--- src/rtl/ata_seq_pkg.sv ---
package ata_seq_pkg;
  localparam logic [2:0] REG_DATA    = 3'd0;
  localparam logic [2:0] REG_COUNT   = 3'd2;
  localparam logic [2:0] REG_LBA_LO  = 3'd3;
  localparam logic [2:0] REG_LBA_MID = 3'd4;
  localparam logic [2:0] REG_LBA_HI  = 3'd5;
  localparam logic [2:0] REG_HEAD    = 3'd6;
  localparam logic [2:0] REG_CMD     = 3'd7;

  localparam logic [7:0] CMD_RD_SECT = 8'h20;
  localparam logic [7:0] CMD_WR_SECT = 8'h30;
  localparam logic [7:0] CMD_INIT    = 8'h91;

  localparam int STB_BUSY = 7;
  localparam int STB_RDY  = 6;
  localparam int STB_DRQ  = 3;
  localparam int STB_ERR  = 0;

  typedef enum logic [4:0] {
    SQ_IDLE, SQ_RESET, SQ_INIT_CMD, SQ_PRE_BSY, SQ_PRE_RDY,
    SQ_LBA_LO, SQ_LBA_MID, SQ_LBA_HI, SQ_HEAD, SQ_COUNT, SQ_CMD,
    SQ_CMD_WAIT, SQ_DRQ, SQ_DATA, SQ_END_BSY, SQ_END_RDY, SQ_FIN
  } seq_state_e;

  // Head/device byte in LBA mode, drive 0: fixed ones in 7 and 5, LBA flag in 6.
  function automatic logic [7:0] head_byte(input logic [3:0] top);
    return {3'b111, 1'b0, top};
  endfunction

  function automatic logic is_poll(input seq_state_e st);
    return (st == SQ_PRE_BSY) || (st == SQ_PRE_RDY) || (st == SQ_CMD_WAIT) ||
           (st == SQ_DRQ) || (st == SQ_END_BSY) || (st == SQ_END_RDY);
  endfunction

  function automatic logic poll_met(input seq_state_e st, input logic is_wr,
                                    input logic [7:0] stat);
    case (st)
      SQ_PRE_BSY, SQ_END_BSY: return !stat[STB_BUSY];
      SQ_PRE_RDY, SQ_END_RDY: return stat[STB_RDY];
      SQ_CMD_WAIT:            return is_wr ? !stat[STB_BUSY] : stat[STB_RDY];
      SQ_DRQ:                 return stat[STB_DRQ];
      default:                return 1'b0;
    endcase
  endfunction

  function automatic seq_state_e poll_next(input seq_state_e st);
    case (st)
      SQ_PRE_BSY:  return SQ_PRE_RDY;
      SQ_PRE_RDY:  return SQ_LBA_LO;
      SQ_CMD_WAIT: return SQ_DRQ;
      SQ_DRQ:      return SQ_DATA;
      SQ_END_BSY:  return SQ_END_RDY;
      default:     return SQ_FIN;
    endcase
  endfunction
endpackage

--- src/rtl/ata_reg_port.sv ---
module ata_reg_port #(
  parameter int STROBE_CYC = 2
) (
  input  logic       clk,
  input  logic       rst_n,
  input  logic       req,
  input  logic       we,
  input  logic [2:0] addr,
  input  logic [7:0] wdata,
  output logic       ack,
  output logic [7:0] rdata,
  output logic [2:0] dev_addr,
  output logic       dev_cs_n,
  output logic       dev_rd_n,
  output logic       dev_wr_n,
  output logic [7:0] dev_dout,
  output logic       dev_doe,
  input  logic [7:0] dev_din
);
  localparam int SCW = (STROBE_CYC > 1) ? $clog2(STROBE_CYC) : 1;

  typedef enum logic [1:0] {E_IDLE, E_SETUP, E_STRB, E_HOLD} eng_state_e;
  eng_state_e es;
  logic [SCW-1:0] sc;
  logic           we_q;
  logic [2:0]     a_q;
  logic [7:0]     d_q, rd_q;

  always_ff @(posedge clk or negedge rst_n) begin
    if (!rst_n) begin
      es <= E_IDLE; sc <= '0; we_q <= 1'b0; a_q <= '0; d_q <= '0; rd_q <= '0;
    end else begin
      unique case (es)
        E_IDLE:  if (req) begin es <= E_SETUP; a_q <= addr; d_q <= wdata; we_q <= we; end
        E_SETUP: begin es <= E_STRB; sc <= '0; end
        E_STRB:  if (sc == SCW'(STROBE_CYC - 1)) begin es <= E_HOLD; rd_q <= dev_din; end
                 else sc <= sc + 1'b1;
        default: es <= E_IDLE;
      endcase
    end
  end

  assign ack      = (es == E_HOLD);
  assign rdata    = rd_q;
  assign dev_addr = a_q;
  assign dev_cs_n = (es == E_IDLE);
  assign dev_rd_n = !((es == E_STRB) && !we_q);
  assign dev_wr_n = !((es == E_STRB) && we_q);
  assign dev_dout = d_q;
  assign dev_doe  = we_q && (es != E_IDLE);


  strobe_sel_chk: assert property (@(posedge clk) disable iff (!rst_n)
    (!dev_rd_n || !dev_wr_n) |-> !dev_cs_n);

  strobe_excl_chk: assert property (@(posedge clk) disable iff (!rst_n)
    !(!dev_rd_n && !dev_wr_n));

  dout_stable_chk: assert property (@(posedge clk) disable iff (!rst_n)
    (dev_doe && !dev_cs_n && $past(!dev_cs_n)) |-> $stable(dev_dout));

  req_idle_chk: assert property (@(posedge clk) disable iff (!rst_n)
    req |-> dev_cs_n);
endmodule

--- src/rtl/ata_seq_fsm.sv ---
module ata_seq_fsm
  import ata_seq_pkg::*;
#(
  parameter int POLL_LIMIT   = 100000,
  parameter int RST_CYC      = 2000,
  parameter int SECTOR_BYTES = 256
) (
  input  logic        clk,
  input  logic        rst_n,
  input  logic        start,
  input  logic        write,
  input  logic [27:0] lba,
  output logic        done,
  output logic        error,
  output logic [7:0]  m_data,
  output logic        m_valid,
  input  logic        m_ready,
  input  logic [7:0]  s_data,
  input  logic        s_valid,
  output logic        s_ready,
  output logic        eng_req,
  output logic        eng_we,
  output logic [2:0]  eng_addr,
  output logic [7:0]  eng_wdata,
  input  logic        eng_ack,
  input  logic [7:0]  eng_rdata,
  output logic        dev_rst_n
);
  localparam int TMAX = (POLL_LIMIT > RST_CYC) ? POLL_LIMIT : RST_CYC;
  localparam int TW   = $clog2(TMAX + 1);
  localparam int BW   = $clog2(SECTOR_BYTES + 1);

  seq_state_e st, st_nx;
  logic [TW-1:0] timer;
  logic [BW-1:0] byte_cnt;
  logic [27:0]   lba_q;
  logic          wr_q, err_q, issued, mv_q;
  logic [7:0]    md_q;

  // named events for the checks
  logic poll_state, poll_hit, poll_expire, data_last, sect_full;
  assign poll_state  = is_poll(st);
  assign poll_hit    = poll_state && eng_ack && poll_met(st, wr_q, eng_rdata);
  assign poll_expire = poll_state && eng_ack && !poll_met(st, wr_q, eng_rdata) &&
                       (timer >= TW'(POLL_LIMIT));
  assign sect_full   = (byte_cnt == BW'(SECTOR_BYTES));
  assign data_last   = (st == SQ_DATA) &&
                       (wr_q ? (eng_ack && byte_cnt == BW'(SECTOR_BYTES - 1))
                             : (mv_q && m_ready && sect_full));

  always_comb begin
    st_nx = st;
    case (st)
      SQ_IDLE:     if (start) st_nx = SQ_PRE_BSY;
      SQ_RESET:    if (timer == TW'(RST_CYC - 1)) st_nx = SQ_INIT_CMD;
      SQ_INIT_CMD: if (eng_ack) st_nx = SQ_FIN;
      SQ_LBA_LO:   if (eng_ack) st_nx = SQ_LBA_MID;
      SQ_LBA_MID:  if (eng_ack) st_nx = SQ_LBA_HI;
      SQ_LBA_HI:   if (eng_ack) st_nx = SQ_HEAD;
      SQ_HEAD:     if (eng_ack) st_nx = SQ_COUNT;
      SQ_COUNT:    if (eng_ack) st_nx = SQ_CMD;
      SQ_CMD:      if (eng_ack) st_nx = SQ_CMD_WAIT;
      SQ_DATA:     if (data_last) st_nx = SQ_END_BSY;
      SQ_FIN:      st_nx = SQ_IDLE;
      default: begin
        if (poll_expire)   st_nx = SQ_FIN;
        else if (poll_hit) st_nx = poll_next(st);
      end
    endcase
  end

  always_comb begin
    eng_req = 1'b0; eng_we = 1'b1; eng_addr = REG_CMD; eng_wdata = '0;
    s_ready = 1'b0;
    case (st)
      SQ_INIT_CMD: begin eng_req = !issued; eng_wdata = CMD_INIT; end
      SQ_LBA_LO:   begin eng_req = !issued; eng_addr = REG_LBA_LO;  eng_wdata = lba_q[7:0]; end
      SQ_LBA_MID:  begin eng_req = !issued; eng_addr = REG_LBA_MID; eng_wdata = lba_q[15:8]; end
      SQ_LBA_HI:   begin eng_req = !issued; eng_addr = REG_LBA_HI;  eng_wdata = lba_q[23:16]; end
      SQ_HEAD:     begin eng_req = !issued; eng_addr = REG_HEAD;    eng_wdata = head_byte(lba_q[27:24]); end
      SQ_COUNT:    begin eng_req = !issued; eng_addr = REG_COUNT;   eng_wdata = 8'd1; end
      SQ_CMD:      begin eng_req = !issued; eng_wdata = wr_q ? CMD_WR_SECT : CMD_RD_SECT; end
      SQ_DATA: begin
        eng_addr = REG_DATA;
        if (wr_q) begin
          s_ready   = !issued && !sect_full;
          eng_req   = s_ready && s_valid;
          eng_wdata = s_data;
        end else begin
          eng_we  = 1'b0;
          eng_req = !issued && !mv_q && !sect_full;
        end
      end
      default: if (poll_state) begin eng_req = !issued; eng_we = 1'b0; end
    endcase
  end

  always_ff @(posedge clk or negedge rst_n) begin
    if (!rst_n) begin
      st <= SQ_RESET; timer <= '0; byte_cnt <= '0; lba_q <= '0; wr_q <= 1'b0;
      err_q <= 1'b0; issued <= 1'b0; mv_q <= 1'b0; md_q <= '0;
    end else begin
      st <= st_nx;
      if (st_nx != st) timer <= '0;
      else if ((poll_state || st == SQ_RESET) && timer != TW'(TMAX)) timer <= timer + 1'b1;
      if (eng_ack) issued <= 1'b0;
      else if (eng_req) issued <= 1'b1;
      if (st == SQ_RESET) lba_q <= '0;
      if (st == SQ_IDLE && start) begin
        lba_q <= lba; wr_q <= write; err_q <= 1'b0; byte_cnt <= '0;
      end
      if (poll_expire) err_q <= 1'b1;
      else if (st == SQ_END_RDY && poll_hit && wr_q) err_q <= eng_rdata[STB_ERR];
      if (st == SQ_DATA && eng_ack) byte_cnt <= byte_cnt + 1'b1;
      if (st == SQ_DATA && !wr_q && eng_ack) begin
        md_q <= eng_rdata; mv_q <= 1'b1;
      end else if (mv_q && m_ready) mv_q <= 1'b0;
    end
  end

  assign done      = (st == SQ_FIN);
  assign error     = err_q;
  assign m_data    = md_q;
  assign m_valid   = mv_q;
  assign dev_rst_n = (st != SQ_RESET);


  done_pulse_chk: assert property (@(posedge clk) disable iff (!rst_n)
    done |=> !done);

  m_hold_chk: assert property (@(posedge clk) disable iff (!rst_n)
    (m_valid && !m_ready) |=> (m_valid && $stable(m_data)));

  expire_fin_chk: assert property (@(posedge clk) disable iff (!rst_n)
    poll_expire |=> (done && error));

  start_ignored_chk: assert property (@(posedge clk) disable iff (!rst_n)
    (start && st != SQ_IDLE && st != SQ_RESET) |=> ($stable(lba_q) && $stable(wr_q)));
endmodule

--- src/rtl/ata_sector_seq.sv ---
module ata_sector_seq #(
  parameter int STROBE_CYC   = 2,
  parameter int POLL_LIMIT   = 100000,
  parameter int RST_CYC      = 2000,
  parameter int SECTOR_BYTES = 256
) (
  input  logic        clk,
  input  logic        rst_n,
  input  logic        start,
  input  logic        write,
  input  logic [27:0] lba,
  output logic        done,
  output logic        error,
  output logic [7:0]  m_data,
  output logic        m_valid,
  input  logic        m_ready,
  input  logic [7:0]  s_data,
  input  logic        s_valid,
  output logic        s_ready,
  output logic [2:0]  dev_addr,
  output logic        dev_cs_n,
  output logic        dev_rd_n,
  output logic        dev_wr_n,
  output logic        dev_rst_n,
  output logic [7:0]  dev_dout,
  output logic        dev_doe,
  input  logic [7:0]  dev_din
);
  logic       eng_req, eng_we, eng_ack;
  logic [2:0] eng_addr;
  logic [7:0] eng_wdata, eng_rdata;

  ata_seq_fsm #(
    .POLL_LIMIT(POLL_LIMIT), .RST_CYC(RST_CYC), .SECTOR_BYTES(SECTOR_BYTES)
  ) u_fsm (
    .clk(clk), .rst_n(rst_n), .start(start), .write(write), .lba(lba),
    .done(done), .error(error), .m_data(m_data), .m_valid(m_valid),
    .m_ready(m_ready), .s_data(s_data), .s_valid(s_valid), .s_ready(s_ready),
    .eng_req(eng_req), .eng_we(eng_we), .eng_addr(eng_addr),
    .eng_wdata(eng_wdata), .eng_ack(eng_ack), .eng_rdata(eng_rdata),
    .dev_rst_n(dev_rst_n)
  );

  ata_reg_port #(.STROBE_CYC(STROBE_CYC)) u_port (
    .clk(clk), .rst_n(rst_n), .req(eng_req), .we(eng_we), .addr(eng_addr),
    .wdata(eng_wdata), .ack(eng_ack), .rdata(eng_rdata),
    .dev_addr(dev_addr), .dev_cs_n(dev_cs_n), .dev_rd_n(dev_rd_n),
    .dev_wr_n(dev_wr_n), .dev_dout(dev_dout), .dev_doe(dev_doe),
    .dev_din(dev_din)
  );


  rst_quiet_chk: assert property (@(posedge clk) disable iff (!rst_n)
    !dev_rst_n |-> dev_cs_n);
endmodule

--- config.mk ---
export PLATFORM = sky130hd
export DESIGN_NAME = ata_sector_seq
export DESIGN_NICKNAME = d
export VERILOG_FILES = /design/src/rtl/ata_seq_pkg.sv /design/src/rtl/ata_reg_port.sv /design/src/rtl/ata_seq_fsm.sv /design/src/rtl/ata_sector_seq.sv
export SDC_FILE = /design/constraint.sdc
export NUM_CORES = 1
export LEC_CHECK = 0
export CAP_MARGIN = 20
export CORE_ASPECT_RATIO = 1.2
export CORE_MARGIN = 5
export CORE_UTILIZATION = 40
export CTS_CLUSTER_DIAMETER = 60
export CTS_CLUSTER_SIZE = 25
export DETAILED_ROUTE_END_ITERATION = 8
export PLACE_DENSITY = 0.64
export SYNTH_ARGS = -nofsm -noshare
export SYNTH_HDL_FRONTEND = slang
export SYNTH_HIERARCHICAL = 1
export SYNTH_SLANG_ARGS = --single-unit
--- constraint.sdc ---
create_clock -name clk -period 5.37 [get_ports clk]
set_input_delay 0.537 -clock clk [delete_from_list [all_inputs] [get_ports clk]]
set_output_delay 0.537 -clock clk [all_outputs]
set_load 0.05 [all_outputs]
==> qor.csv <==
stage;metric;value;unit
run_status;run_status;complete, no violations;
sta;worst_pin_slew;1.05;ns
logic_synthesis;synth_edf_count;0;
cts;cts-root-buf;clkbuf_16;
sta;maxSlewViolCount;0;
layout;layout.nets;623;
floorplan;rows;46;
logic_synthesis;netlist_instances;503;
sta;final.min_clock_period;3.98;ns
layout;area_delta_synth_final;21.5;%
sta;tns;0;ns
critical_path;worst_setup_path_end_kind;primary output;
logic_synthesis;ys_ff_latch;94;
global_routing;grt_pass1_vias;4202;
sta;fin_ws;1.39;ns
drt;firstDrtPassIters;5;
power;switching_share;0.428;
floorplan;start_util;0.404;
cts;htreeDepth;3;
sta;hold_violations;0;
drt;drc;0;
logic_synthesis;syn_nets;562;
cts;cts_setup_buffers;0;
place;hpwl;9770;um
power;ir_worst_vdd;0.000237;V
cts;clock-sinks;94;
floorplan;die_h;136;um
logic_synthesis;synth.avg_cell_area;10.6;um2
power;p_sw;0.00143;W
layout;drive_gt1_frac;0.149;
drt;wl_per_cell;18.2;um
drt;drtIter0Drc;312;
hold_path;hold_path.class;in -> async;
global_routing;overflow;0;
power;p_total;0.00335;W
global_routing;grt_pass1_wl;22300;um
place;dp_slack;1.76;ns
power;p_clk_frac;0.202;
critical_path;required;4.83;ns
cts;clk_pin_slew;0.06;ns
power;p_comb_frac;0.435;
critical_path;crit_fanout;38;
power;p_leak;2.75;nW
critical_path;path_class;reg -> out;
logic_synthesis;synth.distinct_cells;76;
logic_synthesis;ys_seq_area_frac;0.443;
logic_synthesis;synth_top_area_cell;dfrtp_1;
sta;grt_setup_unrepaired;no;
sta;relSlewSlack;0.300;
global_routing;grt_max_degree;54;
cts;hold_buffers;0;
logic_synthesis;synth-async-reset-ratio;1.00;
drt;ant_nets;0;
power;intPower;0.00192;W
logic_synthesis;synth_warnings;6;
cts;cts_inserted_buffers;9;
critical_path;cp-start-kind;flop;
cts;cts_tree;done;
power;pwr_density_cell;520;nW/um2
drt;vias;4205;
logic_synthesis;syn_area;5310;um2
layout;antenna_cells;0;
logic_synthesis;yosys-top-cells-area;dfrtp_1 (44%), a22o_1 (4.8%), mux2_2 (4.2%), mux2_4 (2.8%), nand2_1 (2.6%);
sta;fin_crit_sh;0.742;
global_routing;global_route.usage.total;0.178;
cts;cts_resized;0;
drt;viasPerCell;5.71;
floorplan;die_w;115;um
place;place.gp.congestion;0.900;
critical_path;cp_data_arrival_time;3.45;ns
global_routing;grt_antenna_before_repair;0;
layout;layout_commonest_cell;dfrtp_1;
cts;clk_path_buf_depth;2;
sta;finalClockSkew;0.00871;ns
logic_synthesis;yosysTopAreaCellShare;0.438;
sta;setup_viol;0;
run;drv_cap;0;
floorplan;ios;78;
drt;wirelength;13400;um
place;place.port_buffers;77;
floorplan;die-area;15700;um2
layout;layout_common_cells;dfrtp_1 (93), clkdlybuf4s50_1 (76), nand2_1 (37), a22o_1 (29), nor2_1 (28);
floorplan;coreArea;13100;um2
logic_synthesis;synthFlopType;dfrtp_1;
cts;clock_latency;0.34;ns
layout;post-route-util;0.492;
sta;timing.fmax;251;MHz
power;p_seq_frac;0.363;
==> cell families (layout without fill, tap and decap cells) <==
family	after synthesis	in the layout	share of synthesized area
buf+inv	44	110	0.0450
simple gates	179	179	0.195
flops	94	94	0.443
xor+xnor	19	19	0.0349
compound gates	119	119	0.172
fa+ha+maj	9	9	0.0212
mux	39	39	0.0877
==> layer usage <==
layer | global-route usage | vias to the layer above | wire [um]
met5 | 0 | - | 0
met2 | 0.292 | 133 | 6720
met4 | 0.0633 | 0 | 322
met3 | 0.0285 | 24 | 621
li1 | - | 1981 | -
met1 | 0.238 | 2067 | 5760
==> critical path: stages (launching register included) <==
cell	delay, ns
dfstp_2	1.01
or3b_2	0.56
nor2_1	0.16
and2_1	0.34
and2_1	0.21
clkdlybuf4s50_1	0.81
==> path summary, 6_finish.rpt <==
path | startpoint | to | slack [ns] | cells past startpoint
max in group asynchronous | rst_n | u_fsm/m_data[0]$_DFFE_PN0P_ | 4.13 | 2
worst max-delay path | u_fsm/st[0]$_DFF_PN1_ | s_ready | 1.39 | 5
worst min register to register | u_fsm/byte_cnt[7]$_DFFE_PN0P_ | u_fsm/byte_cnt[7]$_DFFE_PN0P_ | 0.50 | 1
min in group clk | u_fsm/byte_cnt[7]$_DFFE_PN0P_ | u_fsm/byte_cnt[7]$_DFFE_PN0P_ | 0.50 | 1
worst max register to register | u_fsm/st[0]$_DFF_PN1_ | u_fsm/timer[9]$_DFFE_PN0P_ | 1.91 | 7
worst min-delay path | rst_n | u_fsm/lba_q[16]$_DFFE_PN0P_ | 0.17 | 1
==> cells in the mapped netlist (10+ instances only) <==
cell	number
nor3_1	11
o21ai_0	24
a22o_1	29
xor2_1	14
mux2_4	10
mux2_2	20
nand2b_1	10
nand3_1	17
nor2_1	28
clkbuf_1	15
a21oi_1	10
nor3_2	12
inv_1	14
nand2_1	37
dfrtp_1	93
==> state kept, by name (all words and copies together), names as in the netlist, 2 cells and up <==
register / cells
u_fsm/lba_q: 28
u_fsm/timer: 17
u_fsm/byte_cnt: 9
u_fsm/m_data: 8
u_port/dev_dout: 8
u_port/rdata: 8
u_fsm/st: 5
u_port/dev_addr: 3
u_port/es: 2
==> final cells by class <==
cell class                 instances  area, um2
clock buffer                       9        225
clock inverter                     7       95.1
fill                            1222       6670
inverter                          14       52.6
multi-input combinational        365       2720
sequential                        94       2350
tap                              168        210
timing repair buffer              80        798
==> power by group through the flow <==
stage               Combinational [W]  Clock [W]  Sequential [W]
floorplan                     0.00124          0         0.00111
global placement              0.00142          0         0.00121
detailed placement            0.00145          0         0.00122
CTS                           0.00147   0.000698         0.00121
global route                  0.00158   0.000732         0.00125
finish                        0.00146   0.000679         0.00122
==> through the flow <==
step	hold WS [ns]	instance area [um2]	std cells
2_1_floorplan	0.241	5310	503
3_3_place_gp	0.482	6110	720
3_5_place_dp	0.483	6130	721
4_1_cts	0.192	6450	737
5_1_grt	0.219	6450	737
6_report	0.174	6450	737
(Power assumes the default switching activity.)
